==> src/rtl/timebase_pkg.sv <==
package timebase_pkg;

  // clock cycles in one microsecond
  function automatic int cycles_per_us(input int freq_hz);
    return freq_hz / 1000000;
  endfunction

  // bits needed to hold 0..n-1, never less than one
  function automatic int count_bits(input int n);
    return (n <= 2) ? 1 : $clog2(n);
  endfunction

endpackage

==> src/rtl/us_prescaler.sv <==
module us_prescaler #(
  parameter int CYC     = 100,
  parameter int LOCAL_W = 7
) (
  input  logic               clk,
  input  logic               rst,
  output logic [LOCAL_W-1:0] sub_us,
  output logic               us_pulse
);
  localparam logic [LOCAL_W-1:0] LAST = LOCAL_W'(CYC - 1);

  logic [LOCAL_W-1:0] cnt_q;
  logic               at_last;

  assign at_last  = (cnt_q == LAST);
  assign sub_us   = cnt_q;
  assign us_pulse = at_last;

  always_ff @(posedge clk) begin
    if (rst)          cnt_q <= '0;
    else if (at_last) cnt_q <= '0;
    else              cnt_q <= cnt_q + 1'b1;
  end


  sub_us_range_chk: assert property (@(posedge clk) disable iff (rst)
    sub_us <= LAST);


  sub_us_step_chk: assert property (@(posedge clk) disable iff (rst)
    !us_pulse |=> sub_us == $past(sub_us) + 1'b1);


  us_wrap_chk: assert property (@(posedge clk) disable iff (rst)
    us_pulse |=> sub_us == '0);
endmodule

==> src/rtl/kus_divider.sv <==
module kus_divider #(
  parameter int GRP_W = 10
) (
  input  logic clk,
  input  logic rst,
  input  logic us_pulse,
  output logic kus_pulse
);
  logic [GRP_W-1:0] grp_q;

  assign kus_pulse = us_pulse & (&grp_q);

  always_ff @(posedge clk) begin
    if (rst)           grp_q <= '0;
    else if (us_pulse) grp_q <= grp_q + 1'b1;
  end


  grp_hold_chk: assert property (@(posedge clk) disable iff (rst)
    !us_pulse |=> $stable(grp_q));
endmodule

==> src/rtl/global_us_counter.sv <==
module global_us_counter #(
  parameter int GLOBAL_W = 32
) (
  input  logic                clk,
  input  logic                rst,
  input  logic                us_pulse,
  input  logic                time_load,
  input  logic [GLOBAL_W-1:0] time_value,
  output logic [GLOBAL_W-1:0] global_us
);
  logic [GLOBAL_W-1:0] g_q;

  assign global_us = g_q;

  always_ff @(posedge clk) begin
    if (rst)            g_q <= '0;
    else if (time_load) g_q <= time_value;
    else if (us_pulse)  g_q <= g_q + 1'b1;
  end


  load_wins_chk: assert property (@(posedge clk) disable iff (rst)
    time_load |=> global_us == $past(time_value));


  global_inc_chk: assert property (@(posedge clk) disable iff (rst)
    (!time_load && us_pulse) |=> global_us == $past(global_us) + 1'b1);


  global_hold_chk: assert property (@(posedge clk) disable iff (rst)
    (!time_load && !us_pulse) |=> $stable(global_us));
endmodule

==> src/rtl/trig_age_counter.sv <==
module trig_age_counter #(
  parameter int TRIG_W = 32
) (
  input  logic              clk,
  input  logic              rst,
  input  logic              trig_in,
  output logic [TRIG_W-1:0] since_trig
);
  logic [TRIG_W-1:0] age_q;
  logic              full;

  assign full       = &age_q;
  assign since_trig = age_q;

  always_ff @(posedge clk) begin
    if (rst)          age_q <= '0;
    else if (trig_in) age_q <= '0;
    else if (!full)   age_q <= age_q + 1'b1;
  end


  trig_clear_chk: assert property (@(posedge clk) disable iff (rst)
    trig_in |=> since_trig == '0);


  age_sat_chk: assert property (@(posedge clk) disable iff (rst)
    (!trig_in && (&since_trig)) |=> (&since_trig));


  age_inc_chk: assert property (@(posedge clk) disable iff (rst)
    (!trig_in && !(&since_trig)) |=> since_trig == $past(since_trig) + 1'b1);
endmodule

==> src/rtl/microsecond_timebase.sv <==
module microsecond_timebase
  import timebase_pkg::*;
#(
  parameter  int CLK_FREQ_HZ = 100000000,
  parameter  int GRP_W       = 10,
  parameter  int GLOBAL_W    = 32,
  parameter  int TRIG_W      = 32,
  localparam int CYC         = cycles_per_us(CLK_FREQ_HZ),
  localparam int LOCAL_W     = count_bits(CYC)
) (
  input  logic                clk,
  input  logic                rst,
  input  logic                time_load,
  input  logic [GLOBAL_W-1:0] time_value,
  input  logic                trig_in,
  output logic [LOCAL_W-1:0]  sub_us,
  output logic                us_pulse,
  output logic                kus_pulse,
  output logic [GLOBAL_W-1:0] global_us,
  output logic [TRIG_W-1:0]   since_trig
);
  localparam logic [LOCAL_W-1:0] LAST = LOCAL_W'(CYC - 1);

  us_prescaler #(.CYC(CYC), .LOCAL_W(LOCAL_W)) u_pre (
    .clk(clk), .rst(rst), .sub_us(sub_us), .us_pulse(us_pulse));

  kus_divider #(.GRP_W(GRP_W)) u_kus (
    .clk(clk), .rst(rst), .us_pulse(us_pulse), .kus_pulse(kus_pulse));

  global_us_counter #(.GLOBAL_W(GLOBAL_W)) u_glob (
    .clk(clk), .rst(rst), .us_pulse(us_pulse), .time_load(time_load),
    .time_value(time_value), .global_us(global_us));

  trig_age_counter #(.TRIG_W(TRIG_W)) u_age (
    .clk(clk), .rst(rst), .trig_in(trig_in), .since_trig(since_trig));


  kus_on_last_chk: assert property (@(posedge clk) disable iff (rst)
    kus_pulse |-> (us_pulse && sub_us == LAST));


  kus_single_chk: assert property (@(posedge clk) disable iff (rst)
    kus_pulse |=> !kus_pulse);
endmodule

==> config.mk <==
export PLATFORM = sky130hd
export DESIGN_NAME = microsecond_timebase
export DESIGN_NICKNAME = d
export VERILOG_FILES = /design/src/rtl/timebase_pkg.sv /design/src/rtl/us_prescaler.sv /design/src/rtl/kus_divider.sv /design/src/rtl/global_us_counter.sv /design/src/rtl/trig_age_counter.sv /design/src/rtl/microsecond_timebase.sv
export SDC_FILE = /design/constraint.sdc
export NUM_CORES = 1
export LEC_CHECK = 0
export BUFFER_PORTS_ARGS = -buffer_cell sky130_fd_sc_hd__buf_4
export CORE_UTILIZATION = 40
export DETAILED_ROUTE_END_ITERATION = 16
export SLEW_MARGIN = 25
export SYNTH_ARGS = -nofsm -noshare
export SYNTH_HDL_FRONTEND = slang
export SYNTH_HIERARCHICAL = 1
export SYNTH_SLANG_ARGS = --single-unit
==> constraint.sdc <==
create_clock -name clk -period 2.9 [get_ports clk]
set_input_delay 0.58 -clock clk [delete_from_list [all_inputs] [get_ports clk]]
set_output_delay 0.58 -clock clk [all_outputs]
set_load 0.1 [all_outputs]
Word-level counts from Yosys, hierarchy flattened
Cells that the tools add are included.

Logic and storage cells: 17. Output and inout port bits: 73. Register bits: 81. Latch bits: 0. RAM bits: 0. Memory bits (read-only): 0. Memories kept: 0. Bits of input ports: 36.

Equality and inequality tests: 1. Bitwise gates (word level): 1. Shift operators: 0. Divide/modulo/power cells: 0. Reduce and logical (&&, ||, !) cells: 5. Add/subtract/negate cells: 4. Mux-type cells: 2. Multiply operators: 0. Magnitude comparators: 0.

Operators by type and width (number): 32-bit by 1-bit adder with 32-bit output, second input constant (2); 32-bit two-way mux (2); 32-bit AND reduction (1); 10-bit by 1-bit adder with 10-bit output, second input constant (1); 10-bit AND reduction (1); 7-bit by 1-bit adder with 7-bit output, second input constant (1); 7-bit equality test, second input constant (1); 2-bit OR reduction (2); 2-bit nonzero test (1); 1-bit AND (1).

Depth between registers and ports, before layout
Depth after elaboration: 3. Mapped depth: 8.

Cells and area by module
The synthesis kept the hierarchy.

Modules (own cells, without submodules): global_us_counter (seq. area each 640.6 um^2, times used 1, cells each 241, area an instance 1924.3 um^2); trig_age_counter (seq. area each 640.6 um^2, times used 1, cells each 198, area an instance 1629.1 um^2); kus_divider (seq. area each 200.2 um^2, times used 1, cells each 51, area an instance 461.7 um^2); us_prescaler (seq. area each 140.1 um^2, times used 1, cells each 33, area an instance 306.5 um^2).

Worst setup path before layout
Ideal clock, no wire load.

Path type: reg-to-output. From: register u_pre.cnt_q[0] (netlist: u_pre/sub_us[0]). To: output kus_pulse. Slack: -3181 ps. Buffers on the path: 2. Data arrival time: 5501 ps. Stages on the path, launching flop included: 8. Required time: 2320 ps. Cell sequence: dfxtp_1 -> ha_1 -> nand2b_1 -> nor2_1 -> buf_4 -> nand4_2 -> buf_6 -> nor3_1.

Longest elaborated chain between the ends: 2.

Ends and longest elaborated chain: start, declared (line us_prescaler.sv:12) `logic [LOCAL_W-1:0] cnt_q;`; start signal, assigned (line us_prescaler.sv:22) `else cnt_q <= cnt_q + 1'b1;`; 7-bit equality test (line us_prescaler.sv:15) `assign at_last = (cnt_q == LAST);`; net us_pulse (line microsecond_timebase.sv:17) `output logic us_pulse,`; 1-bit AND (line kus_divider.sv:11) `assign kus_pulse = us_pulse & (&grp_q);`; end, declared (line microsecond_timebase.sv:18) `output logic kus_pulse,`.

The timed path passes the listed nets, and every way through them passes these cells.

Final worst setup path
From: register u_pre.cnt_q[3] (netlist: u_pre/sub_us[3]). To: output kus_pulse.

Longest elaborated chain between the ends: 2.

Ends and longest elaborated chain (line): 7-bit equality test (us_prescaler.sv:15); 1-bit AND (kus_divider.sv:11).

No other way between the ends.

==> results.sh <==
export IMPL_grt_overflow=0
export IMPL_port_buffers=108
export IMPL_cp_end_kind="output pin"
export IMPL_max_freq_mhz=389
export IMPL_dp_cells=746
export IMPL_stdcell_count=761
export IMPL_place_gp_congestion=0.877
export IMPL_utilization=0.526
export IMPL_crit_type="flip-flop to output pin"
export IMPL_relSlewSlack=0.567
export IMPL_syn_area_per_cell_sq_um=8.26
export IMPL_postSynth_asyncResetShare=0
export IMPL_r2r_start="u_pre/sub_us[3]"
export IMPL_synthFlopType="dfxtp_1"
export IMPL_use_met1=0.289
export IMPL_drc=0
export IMPL_fin_crit_sh=0.886
export IMPL_die_y_um=106
export IMPL_synth_nets=564
export IMPL_cts_resized=0
export IMPL_drv_slew=0
export IMPL_synth_seq_cells=81
export IMPL_grt_pass1_vias=3928
export IMPL_cts_root_buf="clkbuf_8"
export IMPL_clockBufferDepth=2
export IMPL_initial_core_util=0.415
export IMPL_final_cell_mix="116 x buf_4, 74 x dfxtp_1, 54 x nor2_1, 35 x nand2_1, 33 x a21oi_1"
export IMPL_cts_tree="yes"
export IMPL_ctsHoldBuffers=0
export IMPL_clk_latency_ps=350
export IMPL_dp_hpwl_mm=8.50
export IMPL_grtUsageMet3=0.0380
export IMPL_syn_inst=523
export IMPL_cp_required_ps=2320
export IMPL_drt_wl_total_mm=11.9
export IMPL_grt_busiest_layer="met2"
export IMPL_outcome="completed"
export IMPL_worst_pin_slew_ps=643
export IMPL_rows=37
export IMPL_core_area_sq_mm=0.0104
export IMPL_antenna_found_initial=0
export IMPL_startpoint="u_pre/sub_us[3]"
export IMPL_wl_per_cell_um=15.6
export IMPL_layout_commonest_cell="buf_4"
export IMPL_first_pass_iters=4
export IMPL_route_vias_total=4368
export IMPL_drive_above_1_share=0.256
export IMPL_antenna_left=0
export IMPL_hold_path_class="flip-flop to flip-flop"
export IMPL_arrival_ps=1990
export IMPL_htreeDepth=3
export IMPL_numCtsBuffers=9
export IMPL_clock_sinks=81
export IMPL_p_leak_uw=0.00194
export IMPL_start_kind="flip-flop"
export IMPL_peakVddDrop_uv=286
export IMPL_syn2layout_area_growth_pct=26.7
export IMPL_ys_seq_area_frac=0.375
export IMPL_synth_cell_types=57
export IMPL_antenna_cells=0
export IMPL_die_area_sq_mm=0.0112
export IMPL_grt_max_degree=32
export IMPL_worst_hold_startpoint="u_pre/sub_us[0]"
export IMPL_synthesis_area_sq_mm=0.00432
export IMPL_synth_edf_count=0
export IMPL_skew_ps=9.72
export IMPL_cp_max_fo=11
export IMPL_finalSetupViolations=0
export IMPL_die_x_um=106
export IMPL_yosysWarnings=6
export IMPL_fin_crit_ps=2570
export IMPL_grt_pass1_wl_mm=19.4
export IMPL_grt_total_usage=0.214
export IMPL_final_nets=662
export IMPL_drt_initial_drc_count=237
export IMPL_rsz0062_at_grt="false"
export IMPL_fin_tns_setup_ps=0
export IMPL_max_cap_violations=0
export IMPL_use_met2=0.344
export IMPL_vias_per_cell=5.74
export IMPL_postCtsSetupBuffers=0
export IMPL_num_fill_cells=999
export IMPL_ioPinCount=109
export IMPL_power_density_mw_per_mm2=435
export IMPL_clk_pin_slew_worst_paths_ps=80
export IMPL_hold_viol=0
-- stage by stage --
| step | power, uW | area (sq um) | worst slack, ps | hold slack [ps] |
|---|---|---|---|---|
| finish | 2380 | 5480 | 330 | 467 |
| CTS | 2410 | 5480 | 282 | 465 |
| floorplan | 1560 | 4410 | -205 | 452 |
| detailed placement | 1680 | 5320 | 415 | 458 |
| global route | 2480 | 5480 | 172 | 479 |
| global placement | 1680 | 5320 | 509 | 453 |
-- synth_stat cells, types with 8 or more instances --
library cell,count,area (sq um)
a21oi_1,33,165
nor2_1,55,206
dfxtp_1,81,1620
xor2_1,12,105
or4_1,16,120
nand4_1,21,131
a211oi_1,12,90.1
inv_1,15,56.3
nand3_1,30,150
clkbuf_1,21,78.8
nor3_1,8,40.0
o31ai_1,13,97.6
nand2_1,35,131
nor4_1,11,68.8
o21ai_0,22,110
and3_1,9,56.3
xnor2_1,15,131
or3_1,18,113
a311oi_1,10,87.6
-- final cells by class --
class                           instances  area, sq um  area share
Tap cell                              136          170      0.0311
Sequential cell                        81         1650       0.300
Clock inverter                          1         5.00    0.000914
Inverter                               16         60.1      0.0110
Timing Repair Buffer                  116          871       0.159
Multi-Input combinational cell        397         2570       0.470
Clock buffer                           14          153      0.0279
-- logic make-up after synthesis --
| kind of cell | Yosys count | share of synthesized area |
|---|---|---|
| flip-flops | 81 | 0.375 |
| adder cells (fa/ha/maj) | 5 | 0.0145 |
| multiplexers | 4 | 0.00926 |
| XOR/XNOR | 27 | 0.0547 |
| AND/OR/NAND/NOR | 244 | 0.323 |
| buffers and inverters | 45 | 0.0443 |
| AO/OA/AOI/OAI | 117 | 0.179 |
-- flip-flops by register name (all words and copies together), names as in the netlist --
register and cells:
u_pre/sub_us 7, u_kus/grp_q 10, u_age/since_trig 32, u_glob/global_us 32
-- power breakdown --
part	total (uW)	switching [uW]	internal, uW
Combinational	458	342	115
Sequential	1200	55.7	1140
Clock	723	392	331
Total	2380	790	1590
-- final timing paths --
kind	endpoint	slack [ps]	cells past startpoint
max	kus_pulse	330	5
min	u_pre/sub_us[0]	470	1
max reg2reg	u_glob/global_us[17]	410	6
min reg2reg	u_pre/sub_us[0]	470	1
-- metal layers --
metal  share of wire  routed length [um]
met3           0.047                 559
met2            0.47                5570
met5               0                   0
met1            0.48                5650
met4          0.0093                 111
-- critical path, cell delays in order (launching register included) --
cell	delay [ps]
dfxtp_4	370
nand4bb_4	240
nor2_4	300
nand4_4	250
nor3_4	170
buf_4	310
Power figures use the tool's default switching activity.
